**src/rtl/mtcc_pkg.sv**
```systemverilog
package mtcc_pkg;

  typedef enum logic [1:0] {
    MT_TM_NARROW = 2'd0,
    MT_TM_WIDE   = 2'd1,
    MT_INSERT    = 2'd2,
    MT_RESERVED  = 2'd3
  } mt_mode_e;

  typedef logic [1:0] cc_t;

  localparam cc_t CC_ZERO  = 2'd0;
  localparam cc_t CC_LOW   = 2'd1;
  localparam cc_t CC_HIGH  = 2'd2;
  localparam cc_t CC_ALL   = 2'd3;

  // Grade of a test-under-mask result from its three events.
  function automatic cc_t tm_grade(input logic sel_zero, input logic sel_full,
                                   input logic wide, input logic lead_bit);
    if (sel_zero)      return CC_ZERO;
    else if (sel_full) return CC_ALL;
    else if (wide)     return lead_bit ? CC_HIGH : CC_LOW;
    else               return CC_LOW;
  endfunction

  // Grade of an insert result: empty gives zero, otherwise sign of lead byte.
  function automatic cc_t ins_grade(input logic empty, input logic lead_sign);
    if (empty) return CC_ZERO;
    return lead_sign ? CC_LOW : CC_HIGH;
  endfunction

endpackage

```
**src/rtl/mtcc_lead_enc.sv**
```systemverilog
module mtcc_lead_enc #(
  parameter int W     = 16,
  localparam int IDX_W = (W > 1) ? $clog2(W) : 1
) (
  input  logic [W-1:0]     vec,
  output logic [IDX_W-1:0] idx,
  output logic             any
);
  logic [W-1:0] clear_above;
  logic [W-1:0] hit;

  assign clear_above[W-1] = 1'b1;
  genvar g;
  generate
    for (g = W - 2; g >= 0; g--) begin : g_chain
      assign clear_above[g] = clear_above[g+1] & ~vec[g+1];
    end
    for (g = 0; g < W; g++) begin : g_hit
      assign hit[g] = vec[g] & clear_above[g];
    end
  endgenerate

  always_comb begin
    idx = '0;
    for (int i = 0; i < W; i++) begin
      if (hit[i]) idx = idx | IDX_W'(i);
    end
  end

  assign any = |vec;
endmodule

```
**src/rtl/mtcc_tm_unit.sv**
```systemverilog
module mtcc_tm_unit
  import mtcc_pkg::*;
#(
  parameter int FIELD_W = 16
) (
  input  logic [FIELD_W-1:0] field,
  input  logic [FIELD_W-1:0] mask,
  input  logic               wide,
  output cc_t                code,
  output logic               sel_zero,
  output logic               sel_full,
  output logic               lead_bit
);
  localparam int IDX_W = (FIELD_W > 1) ? $clog2(FIELD_W) : 1;

  logic [FIELD_W-1:0] sel;
  logic [IDX_W-1:0]   lead_idx;
  logic               mask_any;

  assign sel = field & mask;

  mtcc_lead_enc #(.W(FIELD_W)) u_lead (
    .vec (mask),
    .idx (lead_idx),
    .any (mask_any)
  );

  assign sel_zero = ~|sel;
  assign sel_full = mask_any && (sel == mask);
  assign lead_bit = field[lead_idx];
  assign code     = tm_grade(sel_zero, sel_full, wide, lead_bit);
endmodule

```
**src/rtl/mtcc_ins_unit.sv**
```systemverilog
module mtcc_ins_unit
  import mtcc_pkg::*;
#(
  parameter int LANES  = 4,
  localparam int WORD_W = 8 * LANES,
  localparam int CNT_W  = $clog2(LANES + 1),
  localparam int IDX_W  = (LANES > 1) ? $clog2(LANES) : 1
) (
  input  logic [WORD_W-1:0] word,
  input  logic [LANES-1:0]  lanes,
  output cc_t               code,
  output logic [CNT_W-1:0]  lane_cnt,
  output logic              lead_sign
);
  function automatic logic [CNT_W-1:0] count_set(input logic [LANES-1:0] m);
    logic [CNT_W-1:0] s;
    s = '0;
    for (int i = 0; i < LANES; i++) s = s + CNT_W'(m[i]);
    return s;
  endfunction

  logic [LANES-1:0] sign_cand;
  logic [IDX_W-1:0] lead_idx;
  logic             empty;

  genvar g;
  generate
    for (g = 0; g < LANES; g++) begin : g_sign
      assign sign_cand[g] = word[8*g+7];
    end
  endgenerate

  assign lane_cnt  = count_set(lanes);
  assign lead_idx  = IDX_W'(lane_cnt - CNT_W'(1));
  assign empty     = (lane_cnt == '0) || (word == '0);
  assign lead_sign = (lane_cnt != '0) && sign_cand[lead_idx];
  assign code      = ins_grade(empty, lead_sign);
endmodule

```
**src/rtl/mtcc_mask_cc.sv**
```systemverilog
module mtcc_mask_cc
  import mtcc_pkg::*;
#(
  parameter int DATA_W  = 64,
  parameter int FIELD_W = 16,
  parameter int LANES   = 4
) (
  input  logic               clk,
  input  logic               rst_n,
  input  logic [1:0]         mode,
  input  logic [DATA_W-1:0]  value,
  input  logic [FIELD_W-1:0] mask,
  output logic [1:0]         cc
);
  localparam int WORD_W = 8 * LANES;
  localparam int CNT_W  = $clog2(LANES + 1);

  cc_t              tm_code;
  cc_t              ins_code;
  cc_t              cc_next;
  logic             tm_sel_zero;
  logic             tm_sel_full;
  logic             tm_lead_bit;
  logic [CNT_W-1:0] ins_lane_cnt;
  logic             ins_lead_sign;
  mt_mode_e         mode_e;

  assign mode_e = mt_mode_e'(mode);

  mtcc_tm_unit #(.FIELD_W(FIELD_W)) u_tm (
    .field    (value[FIELD_W-1:0]),
    .mask     (mask),
    .wide     (mode_e == MT_TM_WIDE),
    .code     (tm_code),
    .sel_zero (tm_sel_zero),
    .sel_full (tm_sel_full),
    .lead_bit (tm_lead_bit)
  );

  mtcc_ins_unit #(.LANES(LANES)) u_ins (
    .word      (value[WORD_W-1:0]),
    .lanes     (mask[LANES-1:0]),
    .code      (ins_code),
    .lane_cnt  (ins_lane_cnt),
    .lead_sign (ins_lead_sign)
  );

  always_comb begin
    unique case (mode_e)
      MT_TM_NARROW, MT_TM_WIDE: cc_next = tm_code;
      MT_INSERT:                cc_next = ins_code;
      default:                  cc_next = CC_ZERO;
    endcase
  end

  always_ff @(posedge clk or negedge rst_n) begin
    if (!rst_n) cc <= CC_ZERO;
    else        cc <= cc_next;
  end
endmodule

```
**config.mk**
```make
export PLATFORM = sky130hd
export DESIGN_NAME = mtcc_mask_cc
export DESIGN_NICKNAME = d
export VERILOG_FILES = /design/src/rtl/mtcc_pkg.sv /design/src/rtl/mtcc_lead_enc.sv /design/src/rtl/mtcc_tm_unit.sv /design/src/rtl/mtcc_ins_unit.sv /design/src/rtl/mtcc_mask_cc.sv
export SDC_FILE = /design/constraint.sdc
export NUM_CORES = 1
export LEC_CHECK = 0
export ABC_AREA = 1
export BUFFER_PORTS_ARGS = -buffer_cell sky130_fd_sc_hd__clkbuf_2
export CELL_PAD_IN_SITES_DETAIL_PLACEMENT = 0
export CELL_PAD_IN_SITES_GLOBAL_PLACEMENT = 2
export CORE_ASPECT_RATIO = 1.5
export CORE_UTILIZATION = 17
export DETAILED_ROUTE_END_ITERATION = 8
export PLACE_DENSITY_LB_ADDON = 0.1
export SYNTH_ARGS = -nofsm -noshare
export SYNTH_HDL_FRONTEND = slang
export SYNTH_SLANG_ARGS = --single-unit
```
**constraint.sdc**
```tcl
create_clock -name clk -period 0.91 [get_ports clk]
set_input_delay 0 -clock clk [delete_from_list [all_inputs] [get_ports clk]]
set_output_delay 0 -clock clk [all_outputs]
set_load 0.01 [all_outputs]
```
==> flow_metrics.py <==
metrics = {
    "power_and_ir_drop": {
        "power_density_nw_per_um2": 724.8,
        "power_leakage_uw": 0.0009666,
        "pwr-share-clk_pct": 26.1,
        "p_int_uw": 837.0,
        "pwr-share-comb_pct": 65.8,
        "p_switching_uw": 472.5,
        "peakVddDrop_mv": 0.2173,
        "power_uw": 1310,
        "pwr-share-seq_pct": 8.1,
        "p_sw_share_pct": 36.08,
    },
    "die": {
        "core_sq_um": 4926,
        "die_h_um": 90.47,
        "dieArea_sq_um": 5517,
        "fp.dieW_um": 60.98,
        "ios": 86,
        "initial_core_util_pct": 18.01,
        "num_rows": 31,
    },
    "layout": {
        "final_common_cell": "buf_4",
        "num_antenna_cells": 0,
        "syn2layout_area_growth_pct": 103.7,
        "layout-drive-gt1-share_pct": 53.08,
        "largest_reg_flops": 2,
        "top_regs": "cc (2)",
        "layout_common_cells": "buf_4 (56), clkbuf_2 (51), nand2_1 (29), inv_1 (19), nand3_1 (14)",
        "top_register": "cc",
        "layoutNonFillerInstCount": 326,
        "finalNetCount": 351,
    },
    "drt": {
        "dr.pass1.iters": 6,
        "routed_via_density": 4.457,
        "wl_met3_um": 177,
        "wl_met1_um": 1533,
        "vias": 1453,
        "drtIter0Drc": 21,
        "drc_errors": 0,
        "wl_per_cell_um": 12.70,
        "wl_um": 4141,
        "wl_met2_um": 2340,
        "highest_layer": "met4",
        "detail-route-antenna-nets": 0,
    },
    "worst_setup_path": {
        "startpoint_type": "input pin",
        "worst_path_largest_cell_delay_ns": 0.32,
        "worstPathCellList": "clkbuf_16, inv_12, ha_4, inv_2, fa_2, inv_2, ha_4, inv_2, ha_4, a211oi_2, nor2_1, or3_1, nand2_1",
        "endpoint_kind": "flop",
        "slowest_stage": "fa_2",
        "worstPathRequired_ns": 1.05,
        "cp.arrival_ns": 1.88,
        "cp_max_fo": 2,
        "crit_type": "in -> reg",
    },
    "clock_network": {
        "htreeDepth": 1,
        "cts-root-buf": "clkbuf_8",
        "cts.clk_slew.worst_paths_ns": 0.03,
        "cts_tree": "built",
        "clockBufferDepth": 2,
        "cts_inserted_buffers": 3,
        "clock-sinks": 2,
    },
    "placed_design": {
        "dpl.hpwl_um": 3773,
        "gp_congestion": 0.8381,
        "dp_cells": 321,
        "port_buffers": 53,
        "dp_slack_ns": -1.128,
    },
    "global_routing": {
        "antenna_found_initial": 0,
        "grt_max_degree": 10,
        "grtUsageTotal_pct": 15.94,
        "grt_pass1_vias": 1458,
        "gr-total-overflow": 0,
        "grt_pass1_wl_um": 6492,
    },
    "timing": {
        "hold-worst-slack_ns": 0.1181,
        "worstMarginPinSlew_ns": 0.3505,
        "grt_setup_unrepaired": "true",
        "hold_viol": 0,
        "maxSlewViolCount": 0,
        "setup_violations": 2,
        "slew_headroom_pct": 76.64,
        "timing.final.ws_setup_ns": -0.8256,
        "fin_tns_setup_ns": -1.619,
        "min_period_ns": 1.736,
        "max_freq_mhz": 576.2,
        "fin_crit_sh_pct": 190.7,
    },
    "run": {
        "drv_cap": 0,
    },
    "synthesis": {
        "ys_ff_latch": 2,
        "synth_nets": 236,
        "synthCells": 147,
        "syn_area_per_cell_sq_um": 6.035,
        "synth_warnings": 0,
        "syn_area_sq_um": 887.1,
        "synth_cell_types": 27,
        "yosysSeqAreaShare_pct": 5.642,
    },
    "status": {
        "violations": "setup timing",
        "status": "finished with violations",
    },
    "worst_hold_path": {
        "min_path_type": "in -> async",
    },
}
-- per-stage QoR --
step	utilization [%]	cell area [sq um]
2_1_floorplan	-	937.1
3_3_place_gp	34.47	1698
3_5_place_dp	34.47	1698
4_1_cts	36.35	1790
5_1_grt	36.68	1807
6_report	36.68	1807
-- layer usage --
metal / vias up / track usage (%)
li1: 759 / -
met1: 634 / 16.47
met2: 54 / 31.04
met3: 6 / 1.003
met4: 0 / 6.061
met5: - / 0
-- worst max path at each step --
stage                 start               to  cells after the start
floorplan           mask[1]  cc[0]$_DFF_PN0_                     12
global route        mask[1]  cc[0]$_DFF_PN0_                     13
global placement    mask[1]  cc[0]$_DFF_PN0_                     13
CTS                 mask[1]  cc[0]$_DFF_PN0_                     14
detailed placement  mask[1]  cc[0]$_DFF_PN0_                     13
finish              mask[1]  cc[0]$_DFF_PN0_                     13
-- power by group through the flow --
stage,combinational [uW],sequential (uW),clock (uW)
after floorplan,332,114,0
after global placement,808,106,0
after detailed placement,813,108,0
after CTS,845,107,352
after global routing,961,108,371
final,862,106,342
-- timing repair --
action,CTS,global route
endpoints found under the setup margin,2,2
gates resized for setup,8,3
hold buffers,1,0
pin swaps,3,3
hold endpoints to repair,2,0
buffers inserted,0,1
-- cells in the mapped netlist --
library cell,number,area share (%)
nor4_1,9,6.3
o211ai_1,1,0.85
nor2_2,1,0.71
nand3_4,2,3.9
o22ai_1,6,4.2
ha_1,4,5.6
a211oi_1,1,0.85
o21ai_1,1,0.56
nor2_1,12,5.1
inv_2,2,0.85
a41oi_1,1,0.99
nand2_4,1,1.3
o21ai_0,6,3.4
a22o_1,1,0.99
nand2_1,29,12
nand2_2,1,0.71
dfrtp_1,2,5.6
or3_1,1,0.71
a21oi_1,2,1.1
nand3_1,14,7.9
nand4_1,13,9.2
fa_1,1,2.3
a221oi_1,5,4.9
nor2_4,3,3.8
inv_1,24,10
nand3_2,3,3.4
nor2_8,1,2.3
-- layout make-up --
type                    count  area (sq um)
fillers                   552          3119
well taps                  66         82.58
inverters                  26         115.1
multi-input cells         119         792.0
repair buffers            110         725.7
clock buffers               3         41.29
flip-flops and latches      2         50.05
-- kinds of logic after synthesis --
logic type                 share of synthesized area (%)
DFF                                                5.642
adders and majority gates                          7.899
and+or+nand+nor                                    57.55
buffers and inverters                              11.00
AOI/OAI and AO/OA                                  17.91
-- worst max-delay path, delay by kind of cell --
family / cells / cell delay, ns
AND/OR/NAND/NOR: 3 / 0.45
adder cells (fa/ha/maj): 4 / 0.96
AO/OA/AOI/OAI: 1 / 0.13
buffers and inverters: 5 / 0.32
Note: power is estimated with default switching activity, not from simulation.
